--- src/rtl/serial_rx_pkg.sv ---
package serial_rx_pkg;
  typedef enum logic [1:0] {PH_IDLE, PH_START, PH_DATA, PH_STOP} rxPhase_t;

  typedef struct packed {
    logic startFrame;
    logic nextSlot;
    logic shiftBit;
    logic deliver;
  } rxStrobe_t;
endpackage

--- src/rtl/serial_rx_ctrl.sv ---
module serial_rx_ctrl
  import serial_rx_pkg::*;
#(
  parameter int CNTF_W = 5
) (
  input  logic              clk,
  input  logic              rstN,
  input  logic              fallSeen,
  input  logic              sampleHit,
  input  logic              rxBit,
  input  logic [CNTF_W-1:0] lastIdx,
  output rxStrobe_t         strobe
);
  rxPhase_t phaseQ;
  logic [CNTF_W-1:0] bitIdx;

  always_comb begin
    strobe = '0;
    unique case (phaseQ)
      PH_IDLE:  strobe.startFrame = fallSeen;
      PH_START: strobe.nextSlot   = sampleHit & ~rxBit;
      PH_DATA: begin
        strobe.shiftBit = sampleHit;
        strobe.nextSlot = sampleHit;
      end
      PH_STOP:  strobe.deliver    = sampleHit;
      default:  strobe = '0;
    endcase
  end

  always_ff @(posedge clk or negedge rstN) begin
    if (!rstN) begin
      phaseQ <= PH_IDLE;
      bitIdx <= '0;
    end else begin
      unique case (phaseQ)
        PH_IDLE: if (strobe.startFrame) begin
          phaseQ <= PH_START;
          bitIdx <= '0;
        end
        PH_START: if (sampleHit) phaseQ <= rxBit ? PH_IDLE : PH_DATA;
        PH_DATA: if (sampleHit) begin
          if (bitIdx == lastIdx) phaseQ <= PH_STOP;
          else bitIdx <= bitIdx + 1'b1;
        end
        PH_STOP: if (sampleHit) phaseQ <= PH_IDLE;
        default: phaseQ <= PH_IDLE;
      endcase
    end
  end

  // a start bit read high at mid-point drops the frame
  p_glitch_drop_r3: assert property (@(posedge clk) disable iff (!rstN)
    (phaseQ == PH_START && sampleHit && rxBit) |=> (phaseQ == PH_IDLE));

  // bit index never passes the configured count
  p_bit_bound_r10: assert property (@(posedge clk) disable iff (!rstN)
    (phaseQ == PH_DATA) |-> (bitIdx <= lastIdx));

  p_one_strobe_r4: assert property (@(posedge clk) disable iff (!rstN)
    $onehot0({strobe.startFrame, strobe.shiftBit, strobe.deliver}));
endmodule

--- src/rtl/serial_rx_dp.sv ---
module serial_rx_dp
  import serial_rx_pkg::*;
#(
  parameter int          WORD_W      = 32,
  parameter int          CNT_W       = 24,
  parameter int          SYNC_STAGES = 2,
  parameter logic [31:0] RESET_CFG   = 32'h0010_0007
) (
  input  logic              clk,
  input  logic              rstN,
  input  logic              cfgWrEn,
  input  logic [31:0]       cfgWord,
  input  logic              rdStrobe,
  input  logic              rxIn,
  input  rxStrobe_t         strobe,
  output logic              fallSeen,
  output logic              sampleHit,
  output logic              rxBit,
  output logic [$clog2(WORD_W)-1:0] lastIdx,
  output logic [WORD_W-1:0] rxWord,
  output logic              rxReady,
  output logic              rxOverrun,
  output logic              rxFrameErr
);
  localparam int FRAC_W = 16;
  localparam int FIX_W  = CNT_W + FRAC_W;
  localparam int CNTF_W = $clog2(WORD_W);

  logic [31:0]            cfgQ;
  logic [SYNC_STAGES-1:0] syncQ;
  logic                   prevS;
  logic [31:0]            periodQ;
  logic [FIX_W-1:0]       targetQ;
  logic [CNT_W-1:0]       cntQ;
  logic [WORD_W-1:0]      shregQ;
  logic [CNTF_W-1:0]      lastQ;
  logic [31:0]            cfgPeriod;

  assign cfgPeriod = {cfgQ[31:5], 5'b0};
  assign rxBit     = syncQ[SYNC_STAGES-1];
  assign fallSeen  = prevS & ~rxBit;
  assign sampleHit = (cntQ == targetQ[FIX_W-1:FRAC_W]);
  assign lastIdx   = lastQ;

  always_ff @(posedge clk or negedge rstN) begin
    if (!rstN) begin
      cfgQ  <= RESET_CFG;
      syncQ <= '1;
      prevS <= 1'b1;
    end else begin
      if (cfgWrEn) cfgQ <= cfgWord;
      syncQ <= {syncQ[SYNC_STAGES-2:0], rxIn};
      prevS <= rxBit;
    end
  end

  always_ff @(posedge clk or negedge rstN) begin
    if (!rstN) begin
      periodQ <= '0;
      targetQ <= '0;
      cntQ    <= '0;
      shregQ  <= '0;
      lastQ   <= '0;
    end else if (strobe.startFrame) begin
      periodQ <= cfgPeriod;
      targetQ <= FIX_W'(cfgPeriod >> 1);
      cntQ    <= '0;
      shregQ  <= '0;
      lastQ   <= cfgQ[CNTF_W-1:0];
    end else begin
      cntQ <= cntQ + 1'b1;
      if (strobe.nextSlot) targetQ <= targetQ + FIX_W'(periodQ);
      if (strobe.shiftBit) shregQ  <= {rxBit, shregQ[WORD_W-1:1]};
    end
  end

  always_ff @(posedge clk or negedge rstN) begin
    if (!rstN) begin
      rxWord     <= '0;
      rxReady    <= 1'b0;
      rxOverrun  <= 1'b0;
      rxFrameErr <= 1'b0;
    end else begin
      if (rdStrobe) begin
        rxReady    <= 1'b0;
        rxOverrun  <= 1'b0;
        rxFrameErr <= 1'b0;
      end
      if (strobe.deliver) begin
        rxWord     <= shregQ;
        rxReady    <= 1'b1;
        rxFrameErr <= ~rxBit;
        if (rxReady && !rdStrobe) rxOverrun <= 1'b1;
      end
    end
  end

  // delivery raises ready; a lone read drops it
  p_deliver_ready_r6: assert property (@(posedge clk) disable iff (!rstN)
    strobe.deliver |=> rxReady);
  p_read_clears_r6: assert property (@(posedge clk) disable iff (!rstN)
    (rxReady && rdStrobe && !strobe.deliver) |=> !rxReady);
  // overrun holds until a read
  p_overrun_sticky_r7: assert property (@(posedge clk) disable iff (!rstN)
    (rxOverrun && !rdStrobe) |=> rxOverrun);
  // read and delivery on one edge
  p_collide_r8: assert property (@(posedge clk) disable iff (!rstN)
    (rxReady && rdStrobe && strobe.deliver) |=> (rxReady && !rxOverrun));
  // framing flag follows the stop sample
  p_ferr_r9: assert property (@(posedge clk) disable iff (!rstN)
    strobe.deliver |=> (rxFrameErr == !$past(rxBit)));
  // the sample target always advances by at least one clock
  p_target_ahead_r4: assert property (@(posedge clk) disable iff (!rstN)
    strobe.nextSlot |=> (targetQ[FIX_W-1:FRAC_W] > $past(cntQ)));
endmodule

--- src/rtl/serial_rx_poll.sv ---
module serial_rx_poll
  import serial_rx_pkg::*;
#(
  parameter int          CNT_W       = 24,
  parameter int          SYNC_STAGES = 2,
  parameter logic [31:0] RESET_CFG   = 32'h0010_0007
) (
  input  logic        clk,
  input  logic        rstN,
  input  logic        cfgWrEn,
  input  logic [31:0] cfgWord,
  input  logic        rdStrobe,
  input  logic        rxIn,
  output logic [31:0] rxWord,
  output logic        rxReady,
  output logic        rxOverrun,
  output logic        rxFrameErr
);
  localparam int WORD_W = 32;
  localparam int CNTF_W = $clog2(WORD_W);

  rxStrobe_t         strobe;
  logic              fallSeen, sampleHit, rxBit;
  logic [CNTF_W-1:0] lastIdx;

  serial_rx_ctrl #(.CNTF_W(CNTF_W)) u_ctrl (
    .clk(clk), .rstN(rstN), .fallSeen(fallSeen), .sampleHit(sampleHit),
    .rxBit(rxBit), .lastIdx(lastIdx), .strobe(strobe)
  );

  serial_rx_dp #(
    .WORD_W(WORD_W), .CNT_W(CNT_W), .SYNC_STAGES(SYNC_STAGES), .RESET_CFG(RESET_CFG)
  ) u_dp (
    .clk(clk), .rstN(rstN), .cfgWrEn(cfgWrEn), .cfgWord(cfgWord),
    .rdStrobe(rdStrobe), .rxIn(rxIn), .strobe(strobe),
    .fallSeen(fallSeen), .sampleHit(sampleHit), .rxBit(rxBit), .lastIdx(lastIdx),
    .rxWord(rxWord), .rxReady(rxReady), .rxOverrun(rxOverrun), .rxFrameErr(rxFrameErr)
  );
endmodule

--- config.mk ---
export PLATFORM = sky130hd
export DESIGN_NAME = serial_rx_poll
export DESIGN_NICKNAME = d
export VERILOG_FILES = /design/src/rtl/serial_rx_pkg.sv /design/src/rtl/serial_rx_ctrl.sv /design/src/rtl/serial_rx_dp.sv /design/src/rtl/serial_rx_poll.sv
export SDC_FILE = /design/constraint.sdc
export NUM_CORES = 1
export LEC_CHECK = 0
export BUFFER_PORTS_ARGS = -buffer_cell sky130_fd_sc_hd__buf_2
export CELL_PAD_IN_SITES_DETAIL_PLACEMENT = 0
export CELL_PAD_IN_SITES_GLOBAL_PLACEMENT = 1
export CORE_MARGIN = 10
export CORE_UTILIZATION = 35
export CTS_BUF_LIST = sky130_fd_sc_hd__clkbuf_4
export DETAILED_ROUTE_END_ITERATION = 12
export GPL_TIMING_DRIVEN = 0
export PLACE_DENSITY = 0.74
export RECOVER_POWER = 25
export SETUP_SLACK_MARGIN = 0.1
export SYNTH_ARGS = -nofsm -noshare
export SYNTH_HDL_FRONTEND = slang
export SYNTH_SLANG_ARGS = --single-unit
--- constraint.sdc ---
create_clock -name clk -period 2.65 [get_ports clk]
set_clock_uncertainty 0.1 [all_clocks]
set_input_delay 0.53 -clock clk [delete_from_list [all_inputs] [get_ports clk]]
set_output_delay 0.53 -clock clk [all_outputs]
set_load 0.005 [all_outputs]
-- Yosys cells after proc, flatten, opt, wreduce, memory -nomap -nowiden
Cells that the tools add are included.
- logic and storage cells: 66
- bits in registers: 205
- input bits: 37
- output and inout bits: 35
- multiplexer cells: 26
- equality and inequality tests: 11
- bitwise logic cells: 3
- add/sub/neg operators: 3
- reductions and logical operators: 9
- operators with widths (operator ; count):
    40-bit 2-to-1 mux ; 2
    32-bit 2-to-1 mux ; 2
    40-bit by 32-bit adder with 40-bit output ; 1
    24-bit by 1-bit adder with 24-bit output, second input constant ; 1
    24-bit == test ; 1
    24-bit 2-to-1 mux ; 1
    5-bit 2-to-1 mux ; 3
    2-bit 2-to-1 mux ; 6
    5-bit one-hot mux with 2 select lines ; 1
    1-bit 2-to-1 mux ; 9
    2-bit by 1-bit inequality test with 1-bit output, second input constant ; 4
    2-bit one-hot mux with 4 select lines ; 1
    2-bit nonzero test ; 4
    5-bit by 1-bit adder with 5-bit output, second input constant ; 1
    5-bit == test ; 1
    5-bit AND reduction ; 1
    2-bit == test, second input constant ; 2
    2-bit inequality test, second input constant ; 2
    4-bit AND reduction ; 1
    1-bit AND ; 2
    2-bit by 1-bit == test with 1-bit output, second input constant ; 1
    2-bit logical NOT ; 1
    1-bit one-hot mux with 2 select lines ; 1
    1-bit logical AND ; 1
    2 further kinds ; 2

-- Longest topological paths before layout
- depth in word-level cells: 5
- depth in mapped cells: 11
- depth with buffers taken out: 11

-- Hierarchy
From an unflattened synthesis, not the netlist that was laid out.
- cell total of the unflattened synthesis: 918
- area, all modules: 10024.6 sq um
- modules (own cells, without submodules) (module ; cells an instance ; area an instance (sq um) ; instances):
    serial_rx_dp ; 863 ; 9494.1 ; 1
    serial_rx_ctrl ; 55 ; 530.5 ; 1

-- Worst setup path after synthesis
Ideal clock, no wire load.
- path kind: register to register
- from: reg u_dp.targetQ[23]
- to: reg u_dp.targetQ[36]
- slack: 0.032 ns
- required time: 2.485 ns
- arrival time: 2.453 ns
- buffers on the path: 1
- setup time: 0.065 ns
- period minus slack after synthesis: 2.618 ns
- cell stages (with the launch flop): 11
- cells stage by stage: dfrtp_1 -> ha_1 -> buf_2 -> a21o_1 -> a21oi_1 -> o21ai_1 -> a211oi_1 -> o21ai_1 -> a221o_1 -> a2111oi_0 -> a211o_1
- longest elaborated chain between the ends: 4
- ends and longest elaborated chain (item ; RTL line ; source):
    from (decl) ; serial_rx_dp.sv:33 ; logic [FIX_W-1:0] targetQ;
    from (signal assigned) ; serial_rx_dp.sv:66 ; targetQ <= FIX_W'(cfgPeriod >> 1);
    from (signal assigned) ; serial_rx_dp.sv:72 ; if (strobe.nextSlot) targetQ <= targetQ + FIX_W'(periodQ);
    branches (longest 4 deep; another with 40-bit by 32-bit adder with 40-bit output) ; n/a ;
Several ways; the timed one is not identified. The select of a mux whose other input is x is not followed.
A chain may end at the register's enable or synchronous reset.

-- Final worst setup path
- from: reg u_dp.periodQ[23]
- to: reg u_dp.targetQ[34]
- longest elaborated chain between the ends: 3
- ends and longest elaborated chain (item ; RTL line ; source):
    from (decl) ; serial_rx_dp.sv:32 ; logic [31:0] periodQ;
    from (signal assigned) ; serial_rx_dp.sv:65 ; periodQ <= cfgPeriod;
    40-bit by 32-bit adder with 40-bit output ; serial_rx_dp.sv:72 ;
    40-bit 2-to-1 mux ; serial_rx_dp.sv:72 ;
    40-bit 2-to-1 mux ; serial_rx_dp.sv:64 ; end else if (strobe.startFrame) begin
No other way between the ends. The select of a mux whose other input is x is not followed.

==> metrics.cfg <==
[route]
viasPerCell = 4.98
dr.pass1.iters = 6
drt_iter0_markers = 506
vias = 7512
postRouteWirelength_um = 24200
ant_nets = 0
wl_per_cell_um = 16.0
drc = 0

[synthesis]
synthArstFlopShare_pct = 100
syn_inst = 967
synth_area_leaders = dfrtp_1 (48%), mux2_2 (7.2%), nand2_1 (5.2%)
synth_seq_cells = 200
synth_edf_count = 0
yosysWarnings = 0
syn_area_per_cell_um2 = 10.3
yosys.cell_types.count = 62
synth_top_area_cell = dfrtp_1
synth_top_area_share_pct = 48.4
netlist_area_mm2 = 0.00998
yosys_most_used_dff = dfrtp_1
seq_area_frac_synth_pct = 50.2
syn_nets = 1038

[worst_setup_path]
cp_slowest_cell = a221o_2
reg2reg_depth = 10
regToRegSetupSlack_ns = 0.03
cp-start-kind = flip-flop
crit_path_end_kind = flip-flop
slowest_delay_ns = 0.47
path_class = flip-flop to flip-flop
worstPathRequired_ns = 3.09
r2r_end = u_dp.targetQ[34]$_DFFE_PN0P_
crit_chain = ha_1 -> buf_6 -> a21o_1 -> a21oi_2 -> o21ai_2 -> a211oi_2 -> o21ai_2 -> a221o_2 -> a2111o_1 -> nand3_1
worstPathMaxFanout = 7
r2r_start = u_dp.periodQ[23]$_DFFE_PN0P_
critPathArrivalTime_ns = 3.06
cp_common_cell = o21ai_2

[timing]
max_slew.worst_pin.slew_ns = 1.21
tns_ns = 0
timing.slew.headroom_pct = 19.6
fmax_mhz = 381
setup_viol = 0
slew_violations = 0
hold_viol_final = 0
min_period_over_period_pct = 99.0
rsz0062_at_grt = yes
min_period_ns = 2.62

[place]
dpl.hpwl_um = 16900
port_buffers = 70
gp_congestion = 0.882
place_area_mm2 = 0.0109

[layout]
layout_commonest_cell = dfrtp_1
mostFrequentLayoutCells = dfrtp_1 (189), nand2_1 (133), nor2_1 (86)
drive_above_1_share_pct = 29.1
nNetsFinal = 1187
design_area_mm2 = 0.0122
area_growth_pct = 22.2

[clock_network]
htreeDepth = 4
clock-root-buffer = clkbuf_4
numCtsBuffers = 17
cts_tree = done
path_clk_slew_ns = 0.19
cts_num_sinks = 200
clk_path_buf_depth = 2
clk_latency_ns = 0.61

[floorplanning]
die_w_um = 189
row_count = 61
dieArea_mm2 = 0.0357
die_height_um = 189
initial_core_util_pct = 35.7
ios = 72
core_mm2 = 0.0279

[global_route]
grt_antenna_before_repair = 2
grt_usage_pct = 13.4
grt_pass1_wl_um = 39300
gr-total-overflow = 0
grt_max_degree = 115
grt_pass1_vias = 7321

[power]
combPwrFrac_pct = 49.1
switching_share_pct = 42.2
power.density_mw_per_mm2 = 930
p_leak_nw = 6.05
vdd_drop_max_mv = 0.371
p_seq_share_pct = 36.6
p_clk_share_pct = 14.4
p_switching_mw = 4.78
internal_power_mw = 6.57

[run]
max-cap-violations = 0

[min_path]
hp-class = input port to flip-flop
min-delay-start = cfgWord[26]
hold_depth = 2
min_to = u_dp.cfgQ[26]$_DFFE_PN0P_

[outcome]
outcome = finished, final reports clean

-- state kept, by name (all words and copies together), names as in the netlist, named ones only --
register / cells
u_dp.targetQ: 35
u_dp.prevS: 1
u_dp.cntQ: 24
u_dp.cfgQ: 32
u_dp.rxOverrun: 1
u_dp.periodQ: 27
u_dp.rxReady: 1
u_dp.rxWord: 32
u_dp.lastIdx: 5
u_dp.rxFrameErr: 1
u_dp.shregQ: 32
u_ctrl.bitIdx: 5
u_dp.syncQ: 2
u_ctrl.phaseQ: 1
-- timing repair --
item / CTS / global route
endpoints found under the setup margin: 150 / 113
hold buffers: 16 / 4
hold endpoints to repair: 95 / 4
setup buffers: 23 / 16
resized for setup: 61 / 99
cloned: 0 / 1
pin swaps: 26 / 29
-- layer usage --
layer / wire length (µm) / track usage [%] / vias up
met4: 206 / 3.48 / 0
met2: 11700 / 21.7 / 109
li1: - / - / 3661
met3: 742 / 2.09 / 19
met1: 11500 / 18.3 / 3723
met5: 0 / 0 / -
-- worst max-delay path, delay by kind of cell, from the launching register on --
| family | cells | cell delay (ns) |
|---|---|---|
| DFF | 1 | 0.42 |
| AOI/OAI and AO/OA | 7 | 1.56 |
| and+or+nand+nor | 1 | 0.08 |
| buffers and inverters | 1 | 0.12 |
| adders and majority gates | 1 | 0.31 |
-- area by class of cell --
| cell class | count | area, µm² |
|---|---|---|
| flip-flops and latches | 200 | 5020 |
| multi-input cells | 698 | 5150 |
| fillers | 2781 | 15700 |
| clock inverters | 15 | 151 |
| well taps | 378 | 473 |
| inverters | 26 | 97.6 |
| plain buffers | 43 | 264 |
| diodes | 2 | 5.00 |
| clock buffers | 17 | 128 |
| repair buffers | 130 | 913 |
-- Yosys cell counts (all sizes together), types with 2 or more instances --
cell / n
clkbuf: 25
o211ai: 5
o21a: 5
mux2: 64
or3: 5
a2111oi: 2
and4: 6
nand4: 11
nand3b: 2
dfstp: 7
nor3: 7
a21o: 6
o21ai: 49
a211o: 3
inv: 26
or4: 3
nor2: 87
o31ai: 3
buf: 18
nor4: 9
and2: 6
o21bai: 4
xnor2: 17
nand3: 26
and3: 14
nand2b: 3
a31oi: 12
nand2: 139
ha: 33
nor3b: 2
mux2i: 48
a211oi: 4
xor2: 52
a21oi: 49
nor4b: 2
nor2b: 4
dfrtp: 193
-- cells by family (layout without fill, tap and decap cells) --
family                     Yosys count  in the layout  synth area share [%]
and+or+nand+nor                    328            328                  15.2
xor gates and xnor gates            69             69                  6.06
other                                0              2                     0
buffers and inverters               69            231                  2.73
AOI/OAI and AO/OA                  155            155                  9.40
DFF                                200            200                  50.2
adders and majority gates           34             34                  4.34
muxes                              112            112                  12.0
-- power groups by stage --
stage | registers [mW] | clock network (mW) | logic [mW]
2_1_floorplan | 4.00 | 0 | 3.36
3_3_place_gp | 4.16 | 0 | 4.24
3_5_place_dp | 4.16 | 0 | 4.29
4_1_cts | 4.10 | 1.70 | 4.91
5_1_grt | 4.23 | 1.82 | 6.18
6_report | 4.15 | 1.63 | 5.57
-- worst max-delay path by stage --
stage,slack (ns),from,end,cells after the start
2_1_floorplan,0.08,u_dp.targetQ[23]$_DFFE_PN0P_,u_dp.targetQ[36]$_DFFE_PN0P_,10
3_3_place_gp,-2.48,rstN,u_dp.rxWord[8]$_DFFE_PN0P_,1
3_5_place_dp,-0.37,u_ctrl.phaseQ[0]$_DFFE_PN0P_,u_dp.cntQ[8]$_DFF_PN0_,8
4_1_cts,0.009,u_dp.targetQ[5]$_DFFE_PN0P_,u_dp.targetQ[37]$_DFFE_PN0P_,11
5_1_grt,-0.05,u_dp.periodQ[5]$_DFFE_PN0P_,u_dp.targetQ[35]$_DFFE_PN0P_,11
6_report,0.03,u_dp.periodQ[23]$_DFFE_PN0P_,u_dp.targetQ[34]$_DFFE_PN0P_,10
-- metrics by stage --
stage	power (mW)	instances	hold slack (ns)	util [%]	setup WS (ns)
2_1_floorplan	7.36	967	0.134	-	0.0785
3_3_place_gp	8.40	1415	0.248	38.7	-2.48
3_5_place_dp	8.45	1416	0.247	38.9	-0.371
4_1_cts	10.7	1487	0.00156	41.8	0.00940
5_1_grt	12.2	1509	-0.00303	43.7	-0.0524
6_report	11.3	1509	0.0374	43.7	0.0263
Note: power is estimated with default switching activity, not from simulation.
